`config.mk`:
```
export PLATFORM = sky130hd
export DESIGN_NAME = rt_pulse_port
export DESIGN_NICKNAME = d
export VERILOG_FILES = /design/src/rtl/rtp_pkg.sv /design/src/rtl/rtp_ext_edge.sv /design/src/rtl/rtp_trig_route.sv /design/src/rtl/rtp_out_stage.sv /design/src/rtl/rt_pulse_port.sv
export SDC_FILE = /design/constraint.sdc
export NUM_CORES = 1
export LEC_CHECK = 0
export ABC_AREA = 0
export ABC_CLOCK_PERIOD_IN_PS = 1600
export BUFFER_PORTS_ARGS = -buffer_cell sky130_fd_sc_hd__buf_2
export CAP_MARGIN = 20
export CORE_AREA = 2 2 54 56
export CTS_BUF_LIST = sky130_fd_sc_hd__clkbuf_4 sky130_fd_sc_hd__clkbuf_8
export CTS_CLUSTER_SIZE = 20
export DETAILED_ROUTE_END_ITERATION = 6
export DIE_AREA = 0 0 56 58
export GPL_TIMING_DRIVEN = 0
export PLACE_DENSITY = 0.72
export SLEW_MARGIN = 20
export SYNTH_ARGS = -nofsm -noshare
export SYNTH_HDL_FRONTEND = slang
export SYNTH_SLANG_ARGS = --single-unit
```
`constraint.sdc`:
```
create_clock -name clk -period 1.6 [get_ports clk]
set_input_delay 0.16 -clock clk [delete_from_list [all_inputs] [get_ports clk]]
set_output_delay 0.16 -clock clk [all_outputs]
set_load 0.03 [all_outputs]
```
`src/rtl/rtp_pkg.sv`:
```
package rtp_pkg;

    typedef enum logic [1:0] {
        GRP_8   = 2'd0,
        GRP_44  = 2'd1,
        GRP_62  = 2'd2,
        GRP_RSV = 2'd3
    } grp_mode_e;

    typedef enum logic [1:0] {
        TSRC_TMR  = 2'd0,
        TSRC_FALL = 2'd1,
        TSRC_RISE = 2'd2,
        TSRC_BOTH = 2'd3
    } tsrc_e;

endpackage

```
`src/rtl/rtp_ext_edge.sv`:
```
module rtp_ext_edge
    import rtp_pkg::*;
#(
    parameter int SYNC = 2
) (
    input  logic       clk,
    input  logic       rst_n,
    input  logic       pin,
    input  logic [1:0] edge_sel,
    output logic       trg_pulse
);

    typedef struct packed {
        logic [SYNC-1:0] sync;
        logic            prev;
    } edge_st_t;

    edge_st_t st_d, st_q;
    logic     rise, fall;

    always_comb begin
        st_d      = st_q;
        st_d.sync = {st_q.sync[SYNC-2:0], pin};
        st_d.prev = st_q.sync[SYNC-1];
    end

    always_ff @(posedge clk or negedge rst_n) begin
        if (!rst_n) st_q <= '0;
        else        st_q <= st_d;
    end

    always_comb begin
        rise = st_q.sync[SYNC-1] & ~st_q.prev;
        fall = ~st_q.sync[SYNC-1] & st_q.prev;
        unique case (tsrc_e'(edge_sel))
            TSRC_FALL: trg_pulse = fall;
            TSRC_RISE: trg_pulse = rise;
            TSRC_BOTH: trg_pulse = rise | fall;
            default:   trg_pulse = 1'b0;
        endcase
    end

    // a detected edge lasts exactly one clock
    a_r6_rise_single: assert property (@(posedge clk) disable iff (!rst_n)
        rise |=> !rise);
    a_r6_fall_single: assert property (@(posedge clk) disable iff (!rst_n)
        fall |=> !fall);

endmodule

```
`src/rtl/rtp_trig_route.sv`:
```
module rtp_trig_route
    import rtp_pkg::*;
#(
    parameter int W       = 8,
    parameter int SPLIT44 = 4,
    parameter int SPLIT62 = 6
) (
    input  logic [1:0]   grp_mode,
    input  logic         trg_lo,
    input  logic         trg_hi,
    input  logic         cut_lo,
    input  logic         cut_hi,
    output logic [W-1:0] trig_vec,
    output logic [W-1:0] cut_vec
);

    logic is44, is62;

    always_comb begin
        is44 = (grp_mode_e'(grp_mode) == GRP_44);
        is62 = (grp_mode_e'(grp_mode) == GRP_62);
    end

    for (genvar i = 0; i < W; i++) begin : g_bit
        logic hi_grp;
        always_comb begin
            hi_grp      = (is44 && (i >= SPLIT44)) || (is62 && (i >= SPLIT62));
            trig_vec[i] = hi_grp ? trg_hi : trg_lo;
            cut_vec[i]  = hi_grp ? cut_hi : cut_lo;
        end
    end

endmodule

```
`src/rtl/rtp_out_stage.sv`:
```
module rtp_out_stage #(
    parameter int W       = 8,
    parameter int SPLIT44 = 4,
    parameter int SPLIT62 = 6,
    parameter int N_PWMB  = 3,
    parameter int N_PSRC  = 3,
    parameter int PSEL_W  = 2
) (
    input  logic              clk,
    input  logic              rst_n,
    input  logic [W-1:0]      lat,
    input  logic [2:0]        out_en,
    input  logic              pol,
    input  logic [N_PWMB-1:0] pwm_en,
    input  logic [PSEL_W-1:0] pwm_sel,
    input  logic [N_PSRC-1:0] pwm_in,
    output logic [W-1:0]      pout,
    output logic [W-1:0]      pout_oe
);

    logic sel_pulse;

    always_comb begin
        sel_pulse = 1'b0;
        for (int k = 0; k < N_PSRC; k++) begin
            if (int'(pwm_sel) == k) sel_pulse = pwm_in[k];
        end
    end

    for (genvar i = 0; i < W; i++) begin : g_bit
        logic en_b, gate_b;
        always_comb begin
            if (i < SPLIT44)      en_b = out_en[0];
            else if (i < SPLIT62) en_b = out_en[1];
            else                  en_b = out_en[2];
        end
        if (i < N_PWMB) begin : g_pwm
            always_comb gate_b = pwm_en[i] ? sel_pulse : 1'b1;
        end else begin : g_nopwm
            always_comb gate_b = 1'b1;
        end
        always_comb begin
            pout_oe[i] = en_b;
            pout[i]    = en_b ? ((lat[i] & gate_b) ^ pol) : 1'b0;
        end
    end

    // a bit that is not enabled never drives high
    a_r11_disabled_quiet: assert property (@(posedge clk) disable iff (!rst_n)
        (pout & ~pout_oe) == '0);
    // gating applies before inversion
    a_r12_gate_low: assert property (@(posedge clk) disable iff (!rst_n)
        (pwm_en[0] && !sel_pulse && out_en[0]) |-> (pout[0] == pol));

endmodule

```
`src/rtl/rt_pulse_port.sv`:
```
module rt_pulse_port
    import rtp_pkg::*;
#(
    parameter int W       = 8,
    parameter int SPLIT44 = 4,
    parameter int SPLIT62 = 6,
    parameter int SYNC    = 2,
    parameter int N_PWMB  = 3,
    parameter int N_PSRC  = 3
) (
    input  logic        clk,
    input  logic        rst_n,
    input  logic        wr_en,
    input  logic [7:0]  wr_data,
    input  logic [1:0]  grp_mode,
    input  logic [2:0]  out_en,
    input  logic [1:0]  trg_sel,
    input  logic        tmr_a_uf,
    input  logic        tmr_a_run,
    input  logic        tmr_b_uf,
    input  logic        tmr_b_run,
    input  logic        ext_trg,
    input  logic        pol_inv,
    input  logic        cut_lo,
    input  logic        cut_hi,
    input  logic [2:0]  pwm_en,
    input  logic [1:0]  pwm_sel,
    input  logic [2:0]  pwm_in,
    output logic [7:0]  pout,
    output logic [7:0]  pout_oe
);

    localparam int PSEL_W = 2;

    typedef struct packed {
        logic [W-1:0] data;
        logic [W-1:0] lat;
    } port_st_t;

    port_st_t     st_d, st_q;
    logic         ext_pulse, trg_lo, trg_hi;
    logic [W-1:0] trig_vec, cut_vec;

    rtp_ext_edge #(.SYNC(SYNC)) u_edge (
        .clk       (clk),
        .rst_n     (rst_n),
        .pin       (ext_trg),
        .edge_sel  (trg_sel),
        .trg_pulse (ext_pulse)
    );

    always_comb begin
        trg_lo = tmr_a_uf & tmr_a_run;
        trg_hi = (tsrc_e'(trg_sel) == TSRC_TMR) ? (tmr_b_uf & tmr_b_run) : ext_pulse;
    end

    rtp_trig_route #(.W(W), .SPLIT44(SPLIT44), .SPLIT62(SPLIT62)) u_route (
        .grp_mode (grp_mode),
        .trg_lo   (trg_lo),
        .trg_hi   (trg_hi),
        .cut_lo   (cut_lo),
        .cut_hi   (cut_hi),
        .trig_vec (trig_vec),
        .cut_vec  (cut_vec)
    );

    always_comb begin
        st_d = st_q;
        if (wr_en) st_d.data = wr_data[W-1:0];
        for (int i = 0; i < W; i++) begin
            if (cut_vec[i])       st_d.lat[i] = 1'b0;
            else if (trig_vec[i]) st_d.lat[i] = st_q.data[i];
        end
    end

    always_ff @(posedge clk or negedge rst_n) begin
        if (!rst_n) st_q <= '0;
        else        st_q <= st_d;
    end

    rtp_out_stage #(
        .W(W), .SPLIT44(SPLIT44), .SPLIT62(SPLIT62),
        .N_PWMB(N_PWMB), .N_PSRC(N_PSRC), .PSEL_W(PSEL_W)
    ) u_out (
        .clk     (clk),
        .rst_n   (rst_n),
        .lat     (st_q.lat),
        .out_en  (out_en),
        .pol     (pol_inv),
        .pwm_en  (pwm_en[N_PWMB-1:0]),
        .pwm_sel (pwm_sel),
        .pwm_in  (pwm_in[N_PSRC-1:0]),
        .pout    (pout),
        .pout_oe (pout_oe)
    );

    // triggered bits take the data held before this edge
    a_r2_latch_old_data: assert property (@(posedge clk) disable iff (!rst_n)
        (|(trig_vec & ~cut_vec)) |=>
        (((st_q.lat ^ $past(st_q.data)) & $past(trig_vec & ~cut_vec)) == '0));
    // without trigger or cut the latches hold
    a_r3_hold_idle: assert property (@(posedge clk) disable iff (!rst_n)
        (trig_vec == '0 && cut_vec == '0) |=> $stable(st_q.lat));
    // a cut clears its group
    a_r10_cut_clears: assert property (@(posedge clk) disable iff (!rst_n)
        (|cut_vec) |=> ((st_q.lat & $past(cut_vec)) == '0));

endmodule

```
After elaboration in Yosys (flattened, before gate mapping)
Cells that the tools add are included.
{"block": "op_classes", "eq_ne": 7, "n_mux": 36, "bitwise": 18, "n_reduce_logical": 6}
{"op": "two-way mux 1 bit", "n": 35}
{"op": "equality test 2 bit, second input constant", "n": 5}
{"op": "XOR 1 bit", "n": 8}
{"op": "bitwise AND 1 bit", "n": 7}
{"op": "nonzero test 2 bit", "n": 3}
{"op": "equality test 2 x 1 -> 1 bit, second input constant", "n": 2}
{"op": "logical NOT 2 bit", "n": 2}
{"op": "case mux 1 bit (3 select lines)", "n": 1}
{"op": "inverter 1 bit", "n": 2}
{"op": "logical OR 1 bit", "n": 1}
{"op": "OR 1 bit", "n": 1}
{"block": "totals", "register_bits": 19, "inputBits": 34, "out_inout_bits": 16, "wordCells": 73}

Longest topological paths before layout
Gate-level depths: netlist (run 1).
{"block": "depth", "word_depth": 8, "depth_mapped": 6}

Modules after synthesis
Synthesis (run 1) repeated with hierarchy kept, for this count alone.
{"block": "unflattened", "cells_unflattened": 110, "hier_area_um2": 1241.2}
{"module": "rt_pulse_port", "n_inst": 1, "cells_each": 45, "area_per_inst_um2": 664.4, "seq_area_each_um2": 400.4}
{"module": "rtp_out_stage", "n_inst": 1, "cells_each": 35, "area_per_inst_um2": 291.5, "seq_area_each_um2": 0.0}
{"module": "rtp_trig_route", "n_inst": 1, "cells_each": 18, "area_per_inst_um2": 151.4, "seq_area_each_um2": 0.0}
{"module": "rtp_ext_edge", "n_inst": 1, "cells_each": 12, "area_per_inst_um2": 133.9, "seq_area_each_um2": 75.1}

Least setup slack after synthesis (run 1)
OpenSTA, ideal clock, no wires.
{"block": "synth_timing", "path_kind": "register -> register", "startpoint": "reg u_edge.st_q[0] (netlist bit)", "endpoint": "reg st_q[4] (netlist bit)", "t_arrival_ps": 1245, "required_ps": 1471, "setup_slack_ps": 226, "path_stages_with_launch": 7, "synth_period_minus_slack_ps": 1374, "cell_sequence": "dfrtp_1 inv_1 ha_1 and2_1 o21ai_1 a31oi_2 mux2i_1"}
{"block": "synth_via", "elab_chain_len": 7, "word_cells_on_any_way": 8}
{"item": "from (decl)", "line_no": "rtp_ext_edge.sv:18", "text": "edge_st_t st_d, st_q;"}
{"item": "from (signal assigned)", "line_no": "rtp_ext_edge.sv:29", "text": "else st_q <= st_d;"}
{"item": "inverter 1 bit", "line_no": "rtp_ext_edge.sv:33", "text": "rise = st_q.sync[SYNC-1] & ~st_q.prev;"}
{"item": "bitwise AND 1 bit", "line_no": "rtp_ext_edge.sv:33"}
{"item": "OR 1 bit", "line_no": "rtp_ext_edge.sv:38", "text": "TSRC_BOTH: trg_pulse = rise | fall;"}
{"item": "case mux 1 bit (3 select lines) (*)", "line_no": "rtp_ext_edge.sv:35", "text": "unique case (tsrc_e'(edge_sel))"}
{"item": "two-way mux 1 bit (*)", "line_no": "rt_pulse_port.sv:54", "text": "trg_hi = (tsrc_e'(trg_sel) == TSRC_TMR) ? (tmr_b_uf & tmr_b_run) : ext_pulse;"}
{"item": "two-way mux 1 bit (*)", "line_no": "rtp_trig_route.sv:28", "text": "trig_vec[i] = hi_grp ? trg_hi : trg_lo;"}
{"item": "nonzero test 2 bit (no line) (*)"}
{"item": "to (signal assigned)", "line_no": "rt_pulse_port.sv:78", "text": "else st_q <= st_d;"}
{"item": "to (decl)", "line_no": "rt_pulse_port.sv:40", "text": "port_st_t st_d, st_q;"}
Mark *: on every way between the ends. The rest lies on a longest branch, timed or not.
A chain may end at the register's enable or synchronous reset.

Worst setup path in the final report (run 1)
{"block": "layout_timing", "startpoint": "reg u_edge.st_q, in the netlist u_edge.st_d[0]", "endpoint": "reg st_q[6] (netlist bit)"}
{"block": "layout_via", "elab_chain_len": 7, "word_cells_on_any_way": 8}
{"item": "inverter 1 bit", "line_no": "rtp_ext_edge.sv:34", "text": "fall = ~st_q.sync[SYNC-1] & st_q.prev;"}
{"item": "bitwise AND 1 bit", "line_no": "rtp_ext_edge.sv:34"}
{"item": "OR 1 bit", "line_no": "rtp_ext_edge.sv:38"}
{"item": "case mux 1 bit (3 select lines) (*)", "line_no": "rtp_ext_edge.sv:35"}
{"item": "two-way mux 1 bit (*)", "line_no": "rt_pulse_port.sv:54"}
{"item": "two-way mux 1 bit (*)", "line_no": "rtp_trig_route.sv:28"}
{"item": "nonzero test 2 bit (no line) (*)"}
Marks and branches as above.

==> results of run 1 <==
-- worst max path at each step --
stage,to,slack (ns),start,cells after the start
after floorplan,st_q[4],0.23,u_edge.st_q[0],6
after global placement,st_q[6],0.17,u_edge.st_d[0],5
after detailed placement,st_q[6],0.11,u_edge.st_d[0],6
after CTS,st_q[6],0.08,u_edge.st_d[0],6
after global routing,st_q[7],0.03,u_edge.st_d[0],6
final,st_q[6],0.11,u_edge.st_d[0],6
-- layout make-up --
class / instances / area [um2] / share of cell area, %
multi-input combinational: 73 / 557 / 38.3
sequential: 19 / 475 / 32.7
timing repair buffer: 49 / 255 / 17.5
buffer: 10 / 71.3 / 4.90
tap: 31 / 38.8 / 2.67
inverter: 8 / 30.0 / 2.06
clock buffer: 3 / 22.5 / 1.55
clock inverter: 1 / 5.00 / 0.344
-- power groups by stage --
stage / Sequential, mW / Clock [mW] / Combinational (mW)
after floorplan: 0.557 / 0 / 0.228
after global placement: 0.562 / 0 / 0.323
after detailed placement: 0.566 / 0 / 0.334
after CTS: 0.556 / 0.241 / 0.339
after global routing: 0.561 / 0.257 / 0.366
final: 0.556 / 0.229 / 0.333
-- layer usage --
layer	up-vias	wire length (um)	track usage (%)	part of all wire, %
met1	397	918	15.0	45
met3	2	111	1.79	5.5
met4	0	14	3.06	0.69
met5	-	0	0	0
li1	463	-	-	-
met2	30	987	22.2	49
-- worst register-to-register path, cell delays in order (launching register included) --
cell      delay, ns
dfrtp_1        0.38
inv_1          0.05
ha_1           0.17
a211oi_1       0.22
o21ai_1        0.14
a31oi_2        0.25
mux2i_1        0.21
-- registers in the layout (all words and copies together), names as in the netlist --
name	cells
st_q	16
u_edge.st_d	2
u_edge.st_q	1
-- synth_stat cells (2+ instances only) --
cell / count
nand2_1: 13
a21oi_1: 5
mux2_2: 8
o221ai_2: 3
nand3_1: 4
buf_4: 9
a31oi_2: 2
and2_1: 9
nand2b_1: 3
xor2_1: 5
dfrtp_1: 19
nor2_1: 3
mux2i_1: 6
o21ai_1: 2
inv_1: 8
xnor2_1: 3
ha_1: 3
-- logic make-up (layout without fill, tap and decap cells) --
kind of cell	Yosys count	after routing	share of synthesized area, %
flops	19	19	41.9
mux	15	15	14.6
compound gates	13	13	9.93
simple gates	34	34	15.1
xor+xnor	8	8	6.18
fa+ha+maj	3	3	3.31
buf+inv	18	71	8.94
==> reports/summary.txt, run 1 <==
post-cts resize count - 0
setup slack after layout - 0.106 ns
commonest non-fill, non-tap cells in the layout - 47 x buf_2, 19 x dfrtp_1, 13 x nand2_1
FF+latch count, synth - 19
Clock power frac - 20.5%
placed insts - 188
Post-synth EDFFs - 0
worst path bufs/invs - 1
DP HPWL - 1760 um
Max IR drop VDD - 0.000588 V
Boundary Pins - 50
Synth area leaders - dfrtp_1 42%, mux2_2 7.9%, buf_4 6.0%
FF-to-FF End - st_q[6]
outcome - finished, final reports clean
DP Area - 1410 um2
reg2reg path depth - 6
clk_skew - 0.000313 ns
gate count after technology mapping - 110
clock latency on the worst-skew pair - 0.28 ns
Area Growth Syn to Fin - 28.4%
vias in the first global route - 796
htree depth - 1
FF-to-FF Start - u_edge.st_d[0]
power per cell area - 768 nW/um2
grt ovf - 0
core area - 2660 um2
Avg Inst Size Synth - 10.3 um2
layout cells sized above 1 - 46.0%
cell leakage power - 0.743 nW
Fin. Hold Viols - 0
critical path type - flop to flop
CP cell instances - inv_1 -> ha_1 -> a211oi_1 -> o21ai_1 -> a31oi_2 -> mux2i_1
max-cap violations - 0
DR WL/cell - 10.5 um
maximum fanout along the worst path - 3
hold_ws - 0.0991 ns
WL final - 2030 um
crit-path max cell delay - 0.38 ns
GPL Wtd Cong - 0.746
CTS tree - built
CTS root buffer - clkbuf_4
delay-heaviest family, CP - compound AO/OA/AOI/OAI gates
# DRC - 0
vias - 892
Die Y - 58 um
final instance area - 1460 um2
# port buffers - 47
Synth Cell Area - 1130 um2
DR pass1 iterations - 4
Required @ worst endpoint - 1.82 ns
Relative slew margins - 72.2%
clock sink total - 19
sw frac - 30.9%
DRT antenna net count - 0
final setup fails - 0
GRT Resource Usage Total - 12.1%
Initial Util - 42.6%
post-layout util - 54.7%
Yosys top cell area share - 41.9%
CTS buffer count - 3
syn_nets - 147
initial antenna violation count - 0
Clock Pin Slew Worst Setup and Hold Paths - 0.10 ns
initial drt markers - 18
hold_sp - wr_data[4]
vias per cell - 4.60
Final Critical Period - 1.49 ns
largest net degree at the start of global routing - 20
Post-synth ARST share - 100%
prevailing post-synth register cell - dfrtp_1
crit start category - flop
type of the most critical hold path - input pin to flop
FMAX - 669 MHz
Seq/Total Area, Yosys - 41.9%
setup tns final - 0 ns
filler instances - 256
Gate power share - 29.8%
Max Root-Sink Buffers - 2
hold path endpoint - st_q[12]
Psw - 0.346 mW
Ys Warns - 0
Power Internal - 0.772 mW
Cell Count, Final, Fillers Out - 194
Pins Over Slew Limit - 0
num rows - 19
Unique masters post-synth - 22
# diodes - 0
period utilization - 93.4%
die width - 56 um
CP Capture Type - flop
postcts setup bufs - 0
DIE AREA - 3250 um2
commonest non-fill, non-tap cell in the layout - buf_2
Hold Buf Count CTS - 2
Seq pwr share - 49.8%
RSZ-0062 raised after global routing - false
Hold Path Depth - 2
first-pass GRT wire length - 3200 um
Crit path arrival time - 1.71 ns
Crit-path slowest cell - dfrtp_1
Final #Nets - 201
Worst Tran Pin Value - 0.417 ns
Tot Pwr - 1.12 mW
pre-CTS setup slack - 0.110 ns
cell accounting for the most synthesized area - dfrtp_1
internal reg-to-reg setup slack - 0.11 ns
Power figures use the tool's default switching activity.
==> inputs of run 2 (changes only) <==
- ABC_AREA: 0 -> 1
- BUFFER_PORTS_ARGS: -buffer_cell sky130_fd_sc_hd__buf_2 -> -buffer_cell sky130_fd_sc_hd__buf_4
- CORE_AREA: 2 2 54 56 -> 2 2 59 61
- DIE_AREA: 0 0 56 58 -> 0 0 61 63
- PLACE_DENSITY: 0.72 -> 0.6
==> run 2 against run 1 <==
Against the previous run:
- global-route usage grew 2.0 points
- sequential share of layout area fell by 1.8 points
- total power shrank 0.42%
- sequential cell count did not move
- final cell count is 25% higher
- maximum frequency up 13%
- utilization is 7.0 points lower
- sequential power down 3%
- via count rose by 19%
- wire length up 17%
- combinational power about the same
- critical path type unchanged
- critical endpoint is now st_q[5]
- largest cell class is now sequential cells
==> reports/summary.txt, run 2 <==
Max Root-Sink Buffers - 2 (unchanged)
core area - 3230 um2 (was 2660 um2)
vias in the first global route - 1,018 (was 796)
first-pass GRT wire length - 4150 um (was 3200 um)
Ys Warns - 0 (unchanged)
Initial Util - 33.0% (was 42.6%)
Final Critical Period - 1.32 ns (was 1.49 ns)
Boundary Pins - 50 (unchanged)
max-cap violations - 0 (unchanged)
RSZ-0062 raised after global routing - false (unchanged)
DP Area - 1490 um2 (was 1410 um2)
vias per cell - 4.40 (was 4.60)
DR pass1 iterations - 4 (unchanged)
Post-synth EDFFs - 0 (unchanged)
Max IR drop VDD - 0.000400 V (was 0.000588 V)
crit start category - flop (unchanged)
commonest non-fill, non-tap cell in the layout - buf_4 (was buf_2)
htree depth - 1 (unchanged)
Post-synth ARST share - 100% (unchanged)
Top reg by flops - st_q (unchanged)
Yosys top cell area share - 44.5% (was 41.9%)
grt ovf - 0 (unchanged)
sw frac - 31.4% (was 30.9%)
Unique masters post-synth - 15 (was 22)
power per cell area - 722 nW/um2 (was 768 nW/um2)
Gate power share - 29.7% (was 29.8%)
vias - 1,064 (was 892)
largest net degree at the start of global routing - 20 (unchanged)
FMAX - 759 MHz (was 669 MHz)
CTS buffer count - 3 (unchanged)
initial antenna violation count - 0 (unchanged)
Cell Count, Final, Fillers Out - 242 (was 194)
Psw - 0.349 mW (was 0.346 mW)
gate count after technology mapping - 141 (was 110)
cell leakage power - 0.847 nW (was 0.743 nW)
Final #Nets - 234 (was 201)
maximum fanout along the worst path - 3 (unchanged)
DP HPWL - 2030 um (was 1760 um)
DRT antenna net count - 0 (unchanged)
post-layout util - 47.7% (was 54.7%)
# diodes - 0 (unchanged)
Area Growth Syn to Fin - 44.3% (was 28.4%)
cell accounting for the most synthesized area - dfrtp_1 (unchanged)
area of the multi-input gates - 443 um2 (was 557 um2)
setup tns final - 0 ns (unchanged)
Seq/Total Area, Yosys - 44.5% (was 41.9%)
Pins Over Slew Limit - 0 (unchanged)
sequential cell area - 475 um2 (unchanged)
period utilization - 82.4% (was 93.4%)
syn_nets - 178 (was 147)
DR WL/cell - 9.85 um (was 10.5 um)
initial drt markers - 16 (was 18)
Crit path arrival time - 1.51 ns (was 1.71 ns)
clk_skew - 0.00158 ns (was 0.000313 ns)
Seq pwr share - 48.7% (was 49.8%)
prevailing post-synth register cell - dfrtp_1 (unchanged)
placed insts - 236 (was 188)
type of the most critical hold path - input pin to flop (unchanged)
Clock Pin Slew Worst Setup and Hold Paths - 0.11 ns (was 0.10 ns)
Clock power frac - 21.6% (was 20.5%)
most frequent cell after synthesis - nand2_1 (was dfrtp_1)
CTS tree - built (unchanged)
die width - 61 um (was 56 um)
final instance area - 1540 um2 (was 1460 um2)
Fin. Hold Viols - 0 (unchanged)
# DRC - 0 (unchanged)
Tot Pwr - 1.11 mW (was 1.12 mW)
num rows - 21 (was 19)
GPL Wtd Cong - 0.715 (was 0.746)
final setup fails - 0 (unchanged)
Relative slew margins - 84.4% (was 72.2%)
Worst Tran Pin Value - 0.234 ns (was 0.417 ns)
outcome - finished, final reports clean (unchanged)
CP Capture Type - flop (unchanged)
# port buffers - 49 (was 47)
commonest non-fill, non-tap cells in the layout - 57 x buf_4, 28 x nand2_1, 20 x inv_1, 20 x nand3_1, 19 x dfrtp_1 (was 47 x buf_2, 19 x dfrtp_1, 13 x nand2_1)
clock sink total - 19 (unchanged)
Power Internal - 0.763 mW (was 0.772 mW)
DIE AREA - 3840 um2 (was 3250 um2)
Required @ worst endpoint - 1.80 ns (was 1.82 ns)
FF+latch count, synth - 19 (unchanged)
filler instances - 333 (was 256)
WL final - 2380 um (was 2030 um)
number of flip-flops in the largest register - 16 (unchanged)
Commonest cells post-synth - 28 x nand2_1, 20 x inv_1, 20 x nand3_1 (was 19 x dfrtp_1, 13 x nand2_1, 9 x and2_1, 9 x buf_4)
Die Y - 63 um (was 58 um)
CTS root buffer - clkbuf_4 (unchanged)
postcts setup bufs - 0 (unchanged)
critical path type - flop to flop (unchanged)
clock latency on the worst-skew pair - 0.29 ns (was 0.28 ns)
layout cells sized above 1 - 34.7% (was 46.0%)
Avg Inst Size Synth - 7.57 um2 (was 10.3 um2)
Synth Cell Area - 1070 um2 (was 1130 um2)
Synth area leaders - dfrtp_1 45%, nand2_1 9.8%, nand3_1 9.4% (was dfrtp_1 42%, mux2_2 7.9%, buf_4 6.0%)
GRT Resource Usage Total - 14.1% (was 12.1%)
run 2: cell count changes after synthesis, sizes merged, moves of 9 or more:
cell   before  now
and2        9    0
inv         8   21
mux2        9    0
nand2      13   30
nand3       4   20
o21ai       2   18
run 2: power groups by stage:
| stage | clock, mW | combinational [mW] | sequential, mW |
|---|---|---|---|
| finish | 0.240 | 0.331 | 0.542 |
| detailed placement | 0 | 0.331 | 0.552 |
| floorplan | 0 | 0.186 | 0.545 |
| CTS | 0.251 | 0.336 | 0.542 |
| global route | 0.278 | 0.371 | 0.547 |
| global placement | 0 | 0.321 | 0.550 |
run 2: through the flow:
| stage | setup WS [ns] | hold WS [ns] |
|---|---|---|
| final | 0.282 | 0.0627 |
| after global routing | 0.162 | 0.0570 |
| after CTS | 0.269 | 0.0533 |
| after detailed placement | 0.289 | 0.0443 |
| after global placement | 0.355 | 0.0412 |
| after floorplan | 0.423 | -0.136 |
run 2: cell type report:
type                    count  area share, %
plain buffers              10           4.55
flip-flops and latches     19           30.9
multi-input cells          91           28.8
clock buffers               3           1.46
clock inverters             1          0.325
well taps                  46           3.74
repair buffers             51           25.2
inverters                  21           5.12
run 2: repair_timing:
item                                    4_1_cts  5_1_grt
hold buffers                                  2        0
endpoints found under the setup margin        0        0
hold endpoints to repair                     20        0
gates resized for setup                       0        0
run 2: worst max-delay path, stage by stage (launching register included):
cell	delay (ns)
dfrtp_1	0.42
ha_1	0.29
inv_1	0.04
nand2_1	0.05
nand3_1	0.09
nand3_1	0.15
nand2_2	0.07
nand2_1	0.06
nand2_1	0.05
run 2: logic make-up after synthesis:
logic type / after synthesis / share of synthesized area [%]
and+or+nand+nor: 58 / 23.2
adders and majority gates: 3 / 3.52
AOI/OAI and AO/OA: 30 / 14.8
buffers and inverters: 31 / 14.0
DFF: 19 / 44.5
run 2: path summary, 6_finish.rpt:
path | cells after the start | slack (ns) | end | from
min in group asynchronous | 2 | 0.27 | u_edge.st_d[0] | rst_n
worst min register to register | 0 | 0.36 | u_edge.st_d[0] | u_edge.st_d[2]
max in group asynchronous | 2 | 1.13 | st_q[5] | rst_n
worst max register to register | 8 | 0.28 | st_q[5] | u_edge.st_d[0]
worst min-delay path | 3 | 0.06 | st_q[14] | wr_data[6]
worst max-delay path | 8 | 0.28 | st_q[5] | u_edge.st_d[0]
run 2: per-layer routing:
metal | track usage [%] | up-vias | part of all wire, %
li1 | - | 556 | -
met1 | 17.6 | 472 | 42
met2 | 23.0 | 34 | 50
met3 | 3.11 | 2 | 7.2
met4 | 5.43 | 0 | 0.80
met5 | 0 | - | 0
==> inputs of run 3 (changes only) <==
- ABC_CLOCK_PERIOD_IN_PS: 1600 -> 1300
- clock period: 1.6 -> 1.3 ns (I/O delays scaled with it)
==> run 3 against run 2 <==
Against the previous run:
- clock power grew 23%
- sequential power rose by 23%
- via count rose by 1.5%
- critical path depth stayed put
- sequential share of layout area fell by 1.2 points
- utilization rose by 1.9 points
- die area unchanged
- global-route usage unchanged
- worst hold slack worse by 0.030 ns
- clock skew about the same
- largest power group unchanged
==> reports/summary.txt, run 3 (synthesis gave the netlist of run 2 again) <==
DP HPWL - 2030 um (unchanged)
largest net degree at the start of global routing - 20 (unchanged)
met1 usage - 17.6% (unchanged)
CTS buffer count - 3 (unchanged)
CP Capture Type - flop (unchanged)
Area Growth Syn to Fin - 50.2% (was 44.3%)
htree depth - 1 (unchanged)
GRT Resource Usage Total - 14.1% (unchanged)
maximum fanout along the worst path - 3 (unchanged)
Boundary Pins - 50 (unchanged)
CTS tree - built (unchanged)
Relative slew margins - 84.4% (about the same)
setup slack after layout - 0.0344 ns (was 0.282 ns)
die width - 61 um (unchanged)
Final Critical Period - 1.27 ns (was 1.32 ns)
Global Route met2 Usage - 23.0% (unchanged)
setup tns final - 0 ns (unchanged)
power per cell area - 870 nW/um2 (was 722 nW/um2)
CP startpoint - u_edge.st_d[0] (unchanged)
DR WL/cell - 9.93 um (was 9.85 um)
Required @ worst endpoint - 1.50 ns (was 1.80 ns)
type of the most critical hold path - input pin to flop (unchanged)
crit-path max cell delay - 0.42 ns (about the same)
Crit-path slowest cell - dfrtp_1 (unchanged)
grt ovf - 0 (unchanged)
commonest non-fill, non-tap cells in the layout - 61 x buf_4, 26 x nand2_1, 20 x inv_1 (was 57 x buf_4, 28 x nand2_1, 20 x inv_1, 20 x nand3_1, 19 x dfrtp_1)
cell leakage power - 0.874 nW (was 0.847 nW)
initial drt markers - 17 (was 16)
first-pass GRT wire length - 4150 um (unchanged)
Die Y - 63 um (unchanged)
RSZ-0062 raised after global routing - true (was false)
most used cell, CP - nand2_1 (unchanged)
period utilization - 97.4% (was 82.4%)
placed insts - 236 (unchanged)
Clock Pin Slew Worst Setup and Hold Paths - 0.11 ns (about the same)
Worst Tran Pin Value - 0.235 ns (was 0.234 ns)
CP cell instances - ha_1 -> inv_1 -> nand2_1 -> nand3_2 -> nand3_2 -> nand2_2 -> nand2_1 -> nand2_1 (was ha_1 -> inv_1 -> nand2_1 -> nand3_1 -> nand3_1 -> nand2_2 -> nand2_1 -> nand2_1)
critical path type - flop to flop (unchanged)
Cell Count, Final, Fillers Out - 246 (was 242)
GPL Wtd Cong - 0.715 (unchanged)
number of flip-flops in the largest register - 16 (unchanged)
crit start category - flop (unchanged)
DP Area - 1490 um2 (unchanged)
layout cells sized above 1 - 40.0% (was 34.7%)
initial antenna violation count - 0 (unchanged)
Fin. Hold Viols - 0 (unchanged)
# DRC - 0 (unchanged)
commonest non-fill, non-tap cell in the layout - buf_4 (unchanged)
clk_skew - 0.00156 ns (was 0.00158 ns)
# port buffers - 49 (unchanged)
hold_sp - wr_data[6] (unchanged)
hold_ws - 0.0325 ns (was 0.0627 ns)
CTS root buffer - clkbuf_4 (unchanged)
max-cap violations - 0 (unchanged)
vias per cell - 4.39 (was 4.40)
GR Layer Usage met3 - 3.11% (unchanged)
Pins Over Slew Limit - 0 (unchanged)
Initial Util - 33.0% (unchanged)
DR pass1 iterations - 4 (unchanged)
FF-to-FF Start - u_edge.st_d[0] (unchanged)
Max IR drop VDD - 0.000495 V (was 0.000400 V)
WL final - 2440 um (was 2380 um)
clock latency on the worst-skew pair - 0.29 ns (about the same)
pre-CTS setup slack - -0.0106 ns (was 0.289 ns)
Crit path arrival time - 1.46 ns (was 1.51 ns)
num rows - 21 (unchanged)
final instance area - 1600 um2 (was 1540 um2)
vias - 1,080 (was 1,064)
vias in the first global route - 1,018 (unchanged)
final setup fails - 0 (unchanged)
clock sink total - 19 (unchanged)
post-layout util - 49.6% (was 47.7%)
worst path bufs/invs - 1 (unchanged)
Max Root-Sink Buffers - 2 (unchanged)
DIE AREA - 3840 um2 (unchanged)
delay-heaviest family, CP - flip-flops (was simple AND/OR/NAND/NOR gates)
most crowded layer after global routing - met2 (unchanged)
Tot Pwr - 1.39 mW (was 1.11 mW)
DRT antenna net count - 0 (unchanged)
FMAX - 790 MHz (was 759 MHz)
outcome - finished, final reports clean (unchanged)
Final #Nets - 238 (was 234)
core area - 3230 um2 (unchanged)
Top reg by flops - st_q (unchanged)
# diodes - 0 (unchanged)
[run 3: tightest hold or removal path, stage by stage]
cell and delay, ns:
buf_4 0.08, nand2_1 0.03, o21ai_0 0.05
[run 3: report_power, final]
group	internal, mW	leakage [nW]	switching [mW]
clock	0.114	0.0177	0.180
combinational	0.198	0.617	0.233
sequential	0.640	0.239	0.0287
[run 3: per-layer routing]
| metal | share of wire [%] | vias to the layer above |
|---|---|---|
| li1 | - | 563 |
| met1 | 43 | 482 |
| met2 | 49 | 33 |
| met3 | 7.0 | 2 |
| met4 | 0.78 | 0 |
| met5 | 0 | - |
[run 3: final timing paths]
| check | slack (ns) | cells past startpoint | to |
|---|---|---|---|
| worst min-delay path | 0.03 | 3 | st_q[14] |
| worst max-delay path | 0.03 | 8 | st_q[5] |
| worst max register to register | 0.03 | 8 | st_q[5] |
| max in group asynchronous | 0.86 | 2 | st_q[5] |
| worst min register to register | 0.36 | 0 | u_edge.st_d[0] |
| min in group asynchronous | 0.24 | 2 | u_edge.st_d[0] |
[run 3: final cells by class]
cell class	count	area (um2)
clock inverters	1	5.00
well taps	46	57.6
repair buffers	55	418
plain buffers	10	70.1
clock buffers	3	22.5
flip-flops and latches	19	475
inverters	21	78.8
multi-input cells	91	475
fillers	326	1630
[run 3: what timing repair did]
action	4_1_cts	5_1_grt
cloned	0	0
resized for setup	0	13
buffers inserted	0	4
endpoints found under the hold margin	20	0
endpoints found under the setup margin	4	12
pin swaps	0	6
hold buffers	2	0
